### src/rtl/link_tx_pkg.sv
package link_tx_pkg;
  // Control bus codes; the same two bits carry different meanings per owner
  typedef enum logic [1:0] {
    CTL_IDLE  = 2'b00,
    CTL_HOLD  = 2'b01,
    CTL_XMIT  = 2'b10,
    CTL_GRANT = 2'b11
  } ctl_code_t;

  typedef enum logic [2:0] {
    ST_WAIT,
    ST_LEAD,
    ST_HOLD,
    ST_XMIT,
    ST_TERM,
    ST_TAIL,
    ST_REST
  } tx_state_t;
endpackage

### src/rtl/link_tx_handover.sv
module link_tx_handover
  import link_tx_pkg::*;
(
  input  logic       clk,
  input  logic       rst,
  input  logic       arm,
  input  logic [1:0] ctl_in,
  output logic       take
);
  logic saw_grant;

  always_ff @(posedge clk) begin
    if (rst) saw_grant <= 1'b0;
    else     saw_grant <= arm && (ctl_in == CTL_GRANT);
  end

  // Grant in the previous cycle, Idle now: the interface is handed over
  assign take = arm && saw_grant && (ctl_in == CTL_IDLE);
endmodule

### src/rtl/link_tx_hold_timer.sv
module link_tx_hold_timer #(
  parameter int HOLD_MAX = 47
) (
  input  logic clk,
  input  logic rst,
  input  logic clr,
  input  logic inc,
  output logic at_limit
);
  localparam int CW = $clog2(HOLD_MAX + 1);
  logic [CW-1:0] cnt;

  always_ff @(posedge clk) begin
    if (rst || clr)  cnt <= '0;
    else if (inc)    cnt <= cnt + 1'b1;
  end

  assign at_limit = (cnt == CW'(HOLD_MAX));
endmodule

### src/rtl/link_tx_bus_reg.sv
module link_tx_bus_reg #(
  parameter int DATA_W = 8
) (
  input  logic              clk,
  input  logic              rst,
  input  logic [1:0]        ctl_nxt,
  input  logic              own_nxt,
  input  logic [DATA_W-1:0] data_nxt,
  output logic [1:0]        ctl_out,
  output logic              ctl_oe,
  output logic [DATA_W-1:0] data_out,
  output logic              data_oe
);
  always_ff @(posedge clk) begin
    if (rst) begin
      ctl_out  <= 2'b00;
      ctl_oe   <= 1'b0;
      data_out <= '0;
      data_oe  <= 1'b0;
    end else begin
      ctl_out  <= own_nxt ? ctl_nxt : 2'b00;
      ctl_oe   <= own_nxt;
      data_out <= own_nxt ? data_nxt : '0;
      data_oe  <= own_nxt;
    end
  end
endmodule

### src/rtl/link_tx_handshake.sv
module link_tx_handshake
  import link_tx_pkg::*;
#(
  parameter int DATA_W    = 8,
  parameter int HOLD_MAX  = 47,
  parameter bit LEAD_IDLE = 1'b1
) (
  input  logic              clk,
  input  logic              rst,
  input  logic              req_pending,
  input  logic [1:0]        ctl_in,
  output logic [1:0]        ctl_out,
  output logic              ctl_oe,
  output logic [DATA_W-1:0] data_out,
  output logic              data_oe,
  input  logic              src_valid,
  input  logic [DATA_W-1:0] src_data,
  input  logic              src_last,
  input  logic              src_concat,
  output logic              src_ready,
  output logic              err
);
  tx_state_t state, nxt;
  logic take, at_limit, accept, abort, decide, take_decides;
  logic last_q, cat_q, own_nxt;
  logic [1:0] ctl_nxt;
  logic [DATA_W-1:0] data_nxt;

  // The parameter picks whether the handover edge already makes the first byte decision
  generate
    if (LEAD_IDLE) begin : g_lead
      assign take_decides = 1'b0;
    end else begin : g_nolead
      assign take_decides = 1'b1;
    end
  endgenerate

  link_tx_handover u_handover (
    .clk    (clk),
    .rst    (rst),
    .arm    (req_pending && (state == ST_WAIT)),
    .ctl_in (ctl_in),
    .take   (take)
  );

  link_tx_hold_timer #(.HOLD_MAX(HOLD_MAX)) u_hold (
    .clk      (clk),
    .rst      (rst),
    .clr      (nxt != ST_HOLD),
    .inc      (nxt == ST_HOLD),
    .at_limit (at_limit)
  );

  assign decide = (state == ST_LEAD) || ((state == ST_WAIT) && take && take_decides);

  always_comb begin
    nxt    = state;
    accept = 1'b0;
    abort  = 1'b0;
    if (decide) begin
      if (src_valid) begin
        nxt    = ST_XMIT;
        accept = 1'b1;
      end else begin
        nxt = ST_HOLD;
      end
    end else begin
      case (state)
        ST_WAIT: if (take) nxt = ST_LEAD;
        ST_HOLD: begin
          if (src_valid) begin
            nxt    = ST_XMIT;
            accept = 1'b1;
          end else if (at_limit) begin
            nxt   = ST_TERM;
            abort = 1'b1;
          end
        end
        ST_XMIT: begin
          if (last_q) begin
            nxt = ST_TERM;
          end else if (src_valid) begin
            accept = 1'b1;
          end else begin
            nxt   = ST_TERM;
            abort = 1'b1;
          end
        end
        ST_TERM: nxt = ST_TAIL;
        ST_TAIL: nxt = ST_REST;
        ST_REST: nxt = ST_WAIT;
        default: nxt = ST_WAIT;
      endcase
    end
  end

  always_comb begin
    case (nxt)
      ST_HOLD: ctl_nxt = CTL_HOLD;
      ST_XMIT: ctl_nxt = CTL_XMIT;
      ST_TERM: ctl_nxt = ((state == ST_XMIT) && last_q && cat_q) ? CTL_HOLD : CTL_IDLE;
      default: ctl_nxt = CTL_IDLE;
    endcase
  end

  assign own_nxt   = (nxt == ST_LEAD) || (nxt == ST_HOLD) || (nxt == ST_XMIT) ||
                     (nxt == ST_TERM) || (nxt == ST_TAIL);
  assign data_nxt  = accept ? src_data : '0;
  assign src_ready = accept;

  always_ff @(posedge clk) begin
    if (rst) begin
      state  <= ST_WAIT;
      err    <= 1'b0;
      last_q <= 1'b0;
      cat_q  <= 1'b0;
    end else begin
      state <= nxt;
      err   <= abort;
      if (accept) begin
        last_q <= src_last;
        cat_q  <= src_concat;
      end
    end
  end

  link_tx_bus_reg #(.DATA_W(DATA_W)) u_bus (
    .clk      (clk),
    .rst      (rst),
    .ctl_nxt  (ctl_nxt),
    .own_nxt  (own_nxt),
    .data_nxt (data_nxt),
    .ctl_out  (ctl_out),
    .ctl_oe   (ctl_oe),
    .data_out (data_out),
    .data_oe  (data_oe)
  );
endmodule

### config.mk
export PLATFORM = sky130hd
export DESIGN_NAME = link_tx_handshake
export DESIGN_NICKNAME = d
export VERILOG_FILES = /design/src/rtl/link_tx_pkg.sv /design/src/rtl/link_tx_handover.sv /design/src/rtl/link_tx_hold_timer.sv /design/src/rtl/link_tx_bus_reg.sv /design/src/rtl/link_tx_handshake.sv
export SDC_FILE = /design/constraint.sdc
export NUM_CORES = 1
export LEC_CHECK = 0
export ABC_CLOCK_PERIOD_IN_PS = 1600
export CAP_MARGIN = 20
export CELL_PAD_IN_SITES_DETAIL_PLACEMENT = 1
export CELL_PAD_IN_SITES_GLOBAL_PLACEMENT = 2
export CORE_ASPECT_RATIO = 0.8
export CORE_MARGIN = 3
export CORE_UTILIZATION = 24
export DETAILED_ROUTE_END_ITERATION = 10
export PLACE_DENSITY_LB_ADDON = 0.15
export SLEW_MARGIN = 10
export SYNTH_ARGS = -nofsm -noshare
export SYNTH_HDL_FRONTEND = slang
export SYNTH_SLANG_ARGS = --single-unit
### constraint.sdc
create_clock -name clk -period 1.6 [get_ports clk]
set_clock_uncertainty 0.15 [all_clocks]
set_input_delay 0.48 -clock clk [delete_from_list [all_inputs] [get_ports clk]]
set_output_delay 0.48 -clock clk [all_outputs]
set_load 0.05 [all_outputs]
# Word-level counts from Yosys, hierarchy flattened
# Index checks and enable logic that the tools add are counted.
# Widths: inputs -> output; s select.
# word_totals
register_bits	24
input_bits	16
# classes
eq_ne	13
bitwise_logic	2
n_mux	19
addsub	1
n_reduce_logical	16
# ops
op	n
$mux 3	6
$pmux 3 s5	1
$eq 3x2->1 const B	4
$eq 3x3->1 const B	4
$mux 1	9
$add 6x1->6 const B	1
$eq 3x1->1 const B	2
$eq 6x6->1 const B	1
$logic_and 1x1->1	6
$pmux 2 s3	1
$logic_or 1x1->1	5
$pmux 1 s2	2
$reduce_or 2->1	2
$logic_not 3->1	1
$ne 3x2->1 const B	1
$reduce_or 3->1	1
$eq 2x2->1 const B	1
$logic_not 2->1	1
$not 1->1	2

# Longest topological paths before layout
# logic_depth
ltp_word	14
mapped_depth	5
depth_no_buf	5

# Hierarchy
# A second synthesis with hierarchy kept.
# unflattened
cells_unflattened	109
area_unflattened_um2	1064.8
# by_module_without_submodules
module	instances	seq_area_each_um2	cells_each	area_per_inst_um2
link_tx_handshake	1	120.1	52	422.9
link_tx_bus_reg	1	220.2	25	337.8
link_tx_hold_timer	1	120.1	29	261.5
link_tx_handover	1	20.0	3	42.5

# Worst setup path after synthesis
# No wires, ideal clock.
# synth_path
kind	register to output
from	register state[1]
to	output port src_ready
required_time_ns	0.970
arrival_time_ns	1.123
path_stages_with_launch	5
path_slack_ns	-0.153
path_buffers	2
cell_sequence	dfxtp_1 > buf_6 > and3_4 > nor4b_4 > buf_6
# synth_via
elab_chain_cells	3
word_cells_on_any_way	5
cone_classes	eq/ne (3); mux (2)
# synth_rtl
item	line_no	rtl
from (decl)	link_tx_handshake.sv:23	tx_state_t state, nxt;
from (signal assigned)	link_tx_handshake.sv:118	state <= nxt;
$eq 3x2->1	link_tx_handshake.sv:68	case (state)
$pmux 1 s2	link_tx_handshake.sv:68	
$mux 1 (*)	link_tx_handshake.sv:60	if (decide) begin
to (decl)	link_tx_handshake.sv:20	output logic src_ready,
# Mark *: on every way between the ends. The rest lies on a longest branch, timed or not.

# Worst setup path in the final report
# layout_path
from	register state[0]
to	output port src_ready
# Same word-level chain as after synthesis.

==> metrics.md <==
| Metric | Value |
|---|---|
| Status | `finished with violations` |
| Failing checks | `setup timing` |
| Synth Flop Type | `dfxtp_1` |
| Warnings, synthesis | `0` |
| Total Power | `1.123 mW` |
| CP Capture Type | `output pin` |
| Syn Area/Cell | `approximately 10 um^2` |
| Layout cells sized above 1 | `0.4636` |
| CTS buffer count | `3` |
| Clk root buf | `clkbuf_8` |
| Finished Cell Area | `roughly 1800 um^2` |
| Drt drc | `0` |
| Area Growth Syn to Fin | `91.18%` |
| Largest net degree at the start of global routing | `14` |
| Count leader, synth | `dfxtp_1` |
| # H-tree levels | `1` |
| Tmin final | `1.937 ns` |
| Worst Path Arrival | `approximately 1.3 ns` |
| Logic pwr share | `0.090` |
| Netlist Area Pre-Place | `922.1 um^2` |
| Initial DRC count | `10` |
| # rows | `19` |
| Slew Limit Fails | `0` |
| First-pass GRT wire length | `3946 um` |
| Leading area contributor after synthesis | `dfxtp_1` |
| Part of the power in the clock network | `0.374` |
| Psw | `roughly 240 uW` |
| Wire length per cell | `13.52 um` |
| Worst endpoint required time | `between 0.9 and 1 ns` |
| Top delay family on crit path | `simple AND/OR/NAND/NOR gates` |
| Vias in the first global route | `about 870` |
| Cell Area, Placed | `between 1500 and 2000 um^2` |
| Vias | `868` |
| DPL Wire Length | `~2000 um` |
| PwrDens | `about 640 nW/um^2` |
| Buf/Inv on CP | `1` |
| Fin crit share | `1.210` |
| Tightest Pin Transition | `0.3813 ns` |
| Fin nets | `169` |
| Clk sink count | `24` |
| Slowest cell on crit path | `dfxtp_2` |
| Lkg Pwr | `0.7184 nW` |
| Total gr overflow | `0` |
| Final worst-path setup slack | `-0.3367 ns` |
| Synth unique cells | `27` |
| Worst hold-check path type | `reg2reg` |
| Crit-path cells | `and3_4, nor4b_4, buf_12` |
| Core area | `3566 um^2` |
| Max-cap viol count | `0` |
| Hold buffer count at CTS | `0` |
| Crit path kind | `reg2out` |
| CTS clock-pin slew for the worst setup and hold paths | `0.09 ns` |
| Final hold violation count | `0` |
| Die H | `61.44 um` |
| Synth area leaders | `dfxtp_1 52%, and3_1 6.8%, nor2_1 6.1%` |
| Io pins | `30` |
| Die span in x | `around 75 um` |
| Total global-route track usage | `0.1140` |
| Max incr delay on CP | `0.34 ns` |
| Port Buf Inserts | `29` |
| Sw frac | `0.2138` |
| Maximum root-to-sink buffer count | `2` |
| DR vias/cell | `approximately 4.5` |
| F_max | `between 500 and 600 MHz` |
| Post-route ant nets | `0` |
| Max VDD drop | `roughly 400 uV` |
| Endpoints failing setup | `6` |
| Number of cells produced by synthesis | `roughly 90` |
| Pint | `883.1 uW` |
| Die area | `4626 um^2` |
| Critical Path Start Type | `register` |
| Initial Util | `0.2586` |
| Commonest cells in the synthesized netlist | `24 x dfxtp_1, 15 x nor2_1, 10 x and3_1, 5 x a21oi_1, 4 x nand3_1` |
| Layout Utilization | `0.4944` |
| Syn nets | `~110` |
| Yosys top cell area share | `0.5210` |
| RSZ-0062 raised after global routing | `true` |
| Diode count | `0` |
| Gpl congestion | `between 0.7 and 0.8` |
| Seq pwr share | `0.536` |
| Slew margin rel. | `0.7435` |
| Final WL | `between 2000 and 3000 um` |
| Antenna violations before repair | `0` |
| Router iterations before antenna repair | `2` |
| Synthesized flop and latch total | `24` |
| CP Max Fanout | `3` |
| CTS tree | `yes` |
| Ys async rst share | `0` |
| Sequential share of the synthesized area | `0.5210` |
| Post-synth EDFFs | `0` |
| Insertion delay to the later sink of the worst-skew pair | `roughly 0.27 ns` |
timing repair:
| item | in CTS | in global routing |
|---|---|---|
| gates resized for setup | 5 | 25 |
| pin swaps | 3 | 4 |
| buffers inserted | 3 | 5 |
| endpoints found under the setup margin | 21 | 22 |
| gates cloned | 0 | 1 |
| hold endpoints to repair | 0 | 0 |
worst min-delay path, delay by kind of cell (launching register included):
family             cells  cell delay [ns]
AOI/OAI and AO/OA      1             0.06
DFF                    1             0.32
and+or+nand+nor        1             0.05
power groups by stage:
stage	Combinational, mW	Clock (mW)	Sequential [mW]
6_report	0.101	0.420	0.602
3_5_place_dp	0.0902	0	0.617
3_3_place_gp	0.0887	0	0.617
2_1_floorplan	0.0197	0	0.620
4_1_cts	0.0904	0.436	0.602
5_1_grt	0.109	0.456	0.603
registers in the layout, summed over array words and instances, names as in the netlist:
register	cells
u_handover.saw_grant	1
u_bus.data_out	8
u_bus.ctl_out	2
cat_q	1
u_hold.cnt	6
err	1
u_bus.ctl_oe	1
state	3
last_q	1
final timing paths:
kind	startpoint	end	slack, ns	cells past startpoint
worst max-delay path	state[0]$_SDFF_PP0_	src_ready	-0.34	3
worst max register to register	state[0]$_SDFF_PP0_	last_q$_SDFFE_PP0P_	-0.06	6
worst min register to register	cat_q$_SDFFE_PP0P_	u_bus.ctl_out[0]$_SDFF_PP0_	0.33	2
worst min-delay path	cat_q$_SDFFE_PP0P_	u_bus.ctl_out[0]$_SDFF_PP0_	0.33	2
cell type report:
| class | count | area (um^2) |
|---|---|---|
| sequential | 24 | 483.0 |
| clock buffer | 4 | 55.05 |
| tap | 42 | 52.55 |
| fill | 395 | 1803 |
| inverter | 3 | 11.26 |
| multi-input combinational | 62 | 485.5 |
| timing repair buffer | 58 | 675.6 |
placed cells by master (no fill, tap or decap), types with 2 or more instances in the layout:
master / instances
dfxtp_2: 2
nor2_1: 11
xnor2_1: 2
and3_4: 5
a21oi_4: 3
buf_12: 15
nand3_1: 4
o211ai_1: 2
nand2_1: 3
buf_4: 23
o21ai_0: 2
buf_6: 3
mux2i_1: 2
inv_1: 2
a21boi_0: 2
xor2_1: 2
dfxtp_1: 22
clkdlybuf4s50_1: 14
nor2_2: 3
and3_1: 6
clkbuf_8: 4
kinds of logic after synthesis:
family / synth area share
AO/OA/AOI/OAI: 0.1058
XOR/XNOR: 0.03800
adder cells (fa/ha/maj): 0.01357
buffers and inverters: 0.04478
flip-flops: 0.5210
multiplexers: 0.02171
AND/OR/NAND/NOR: 0.2551
layer usage:
layer / vias to the layer above / GRT usage / wire length [um]
met2: 13 / 0.1796 / 1242
met5: - / 0 / 0
met3: 4 / 0.03589 / 101
li1: 431 / - / -
met4: 0 / 0.02993 / 17
met1: 420 / 0.1517 / 1246
through the flow:
stage | hold WS, ns | setup WS (ns) | TNS, ns | instances
after floorplan | 0.2758 | -0.1531 | -0.1531 | 92
after global placement | 0.3275 | -0.4883 | -6.828 | 180
after detailed placement | 0.3216 | -0.4934 | -7.339 | 180
after CTS | 0.3339 | -0.3474 | -0.3666 | 187
after global routing | 0.3590 | -0.3786 | -1.372 | 193
final | 0.3265 | -0.3367 | -0.4878 | 193
No activity file was read; power rests on OpenSTA's default activity.
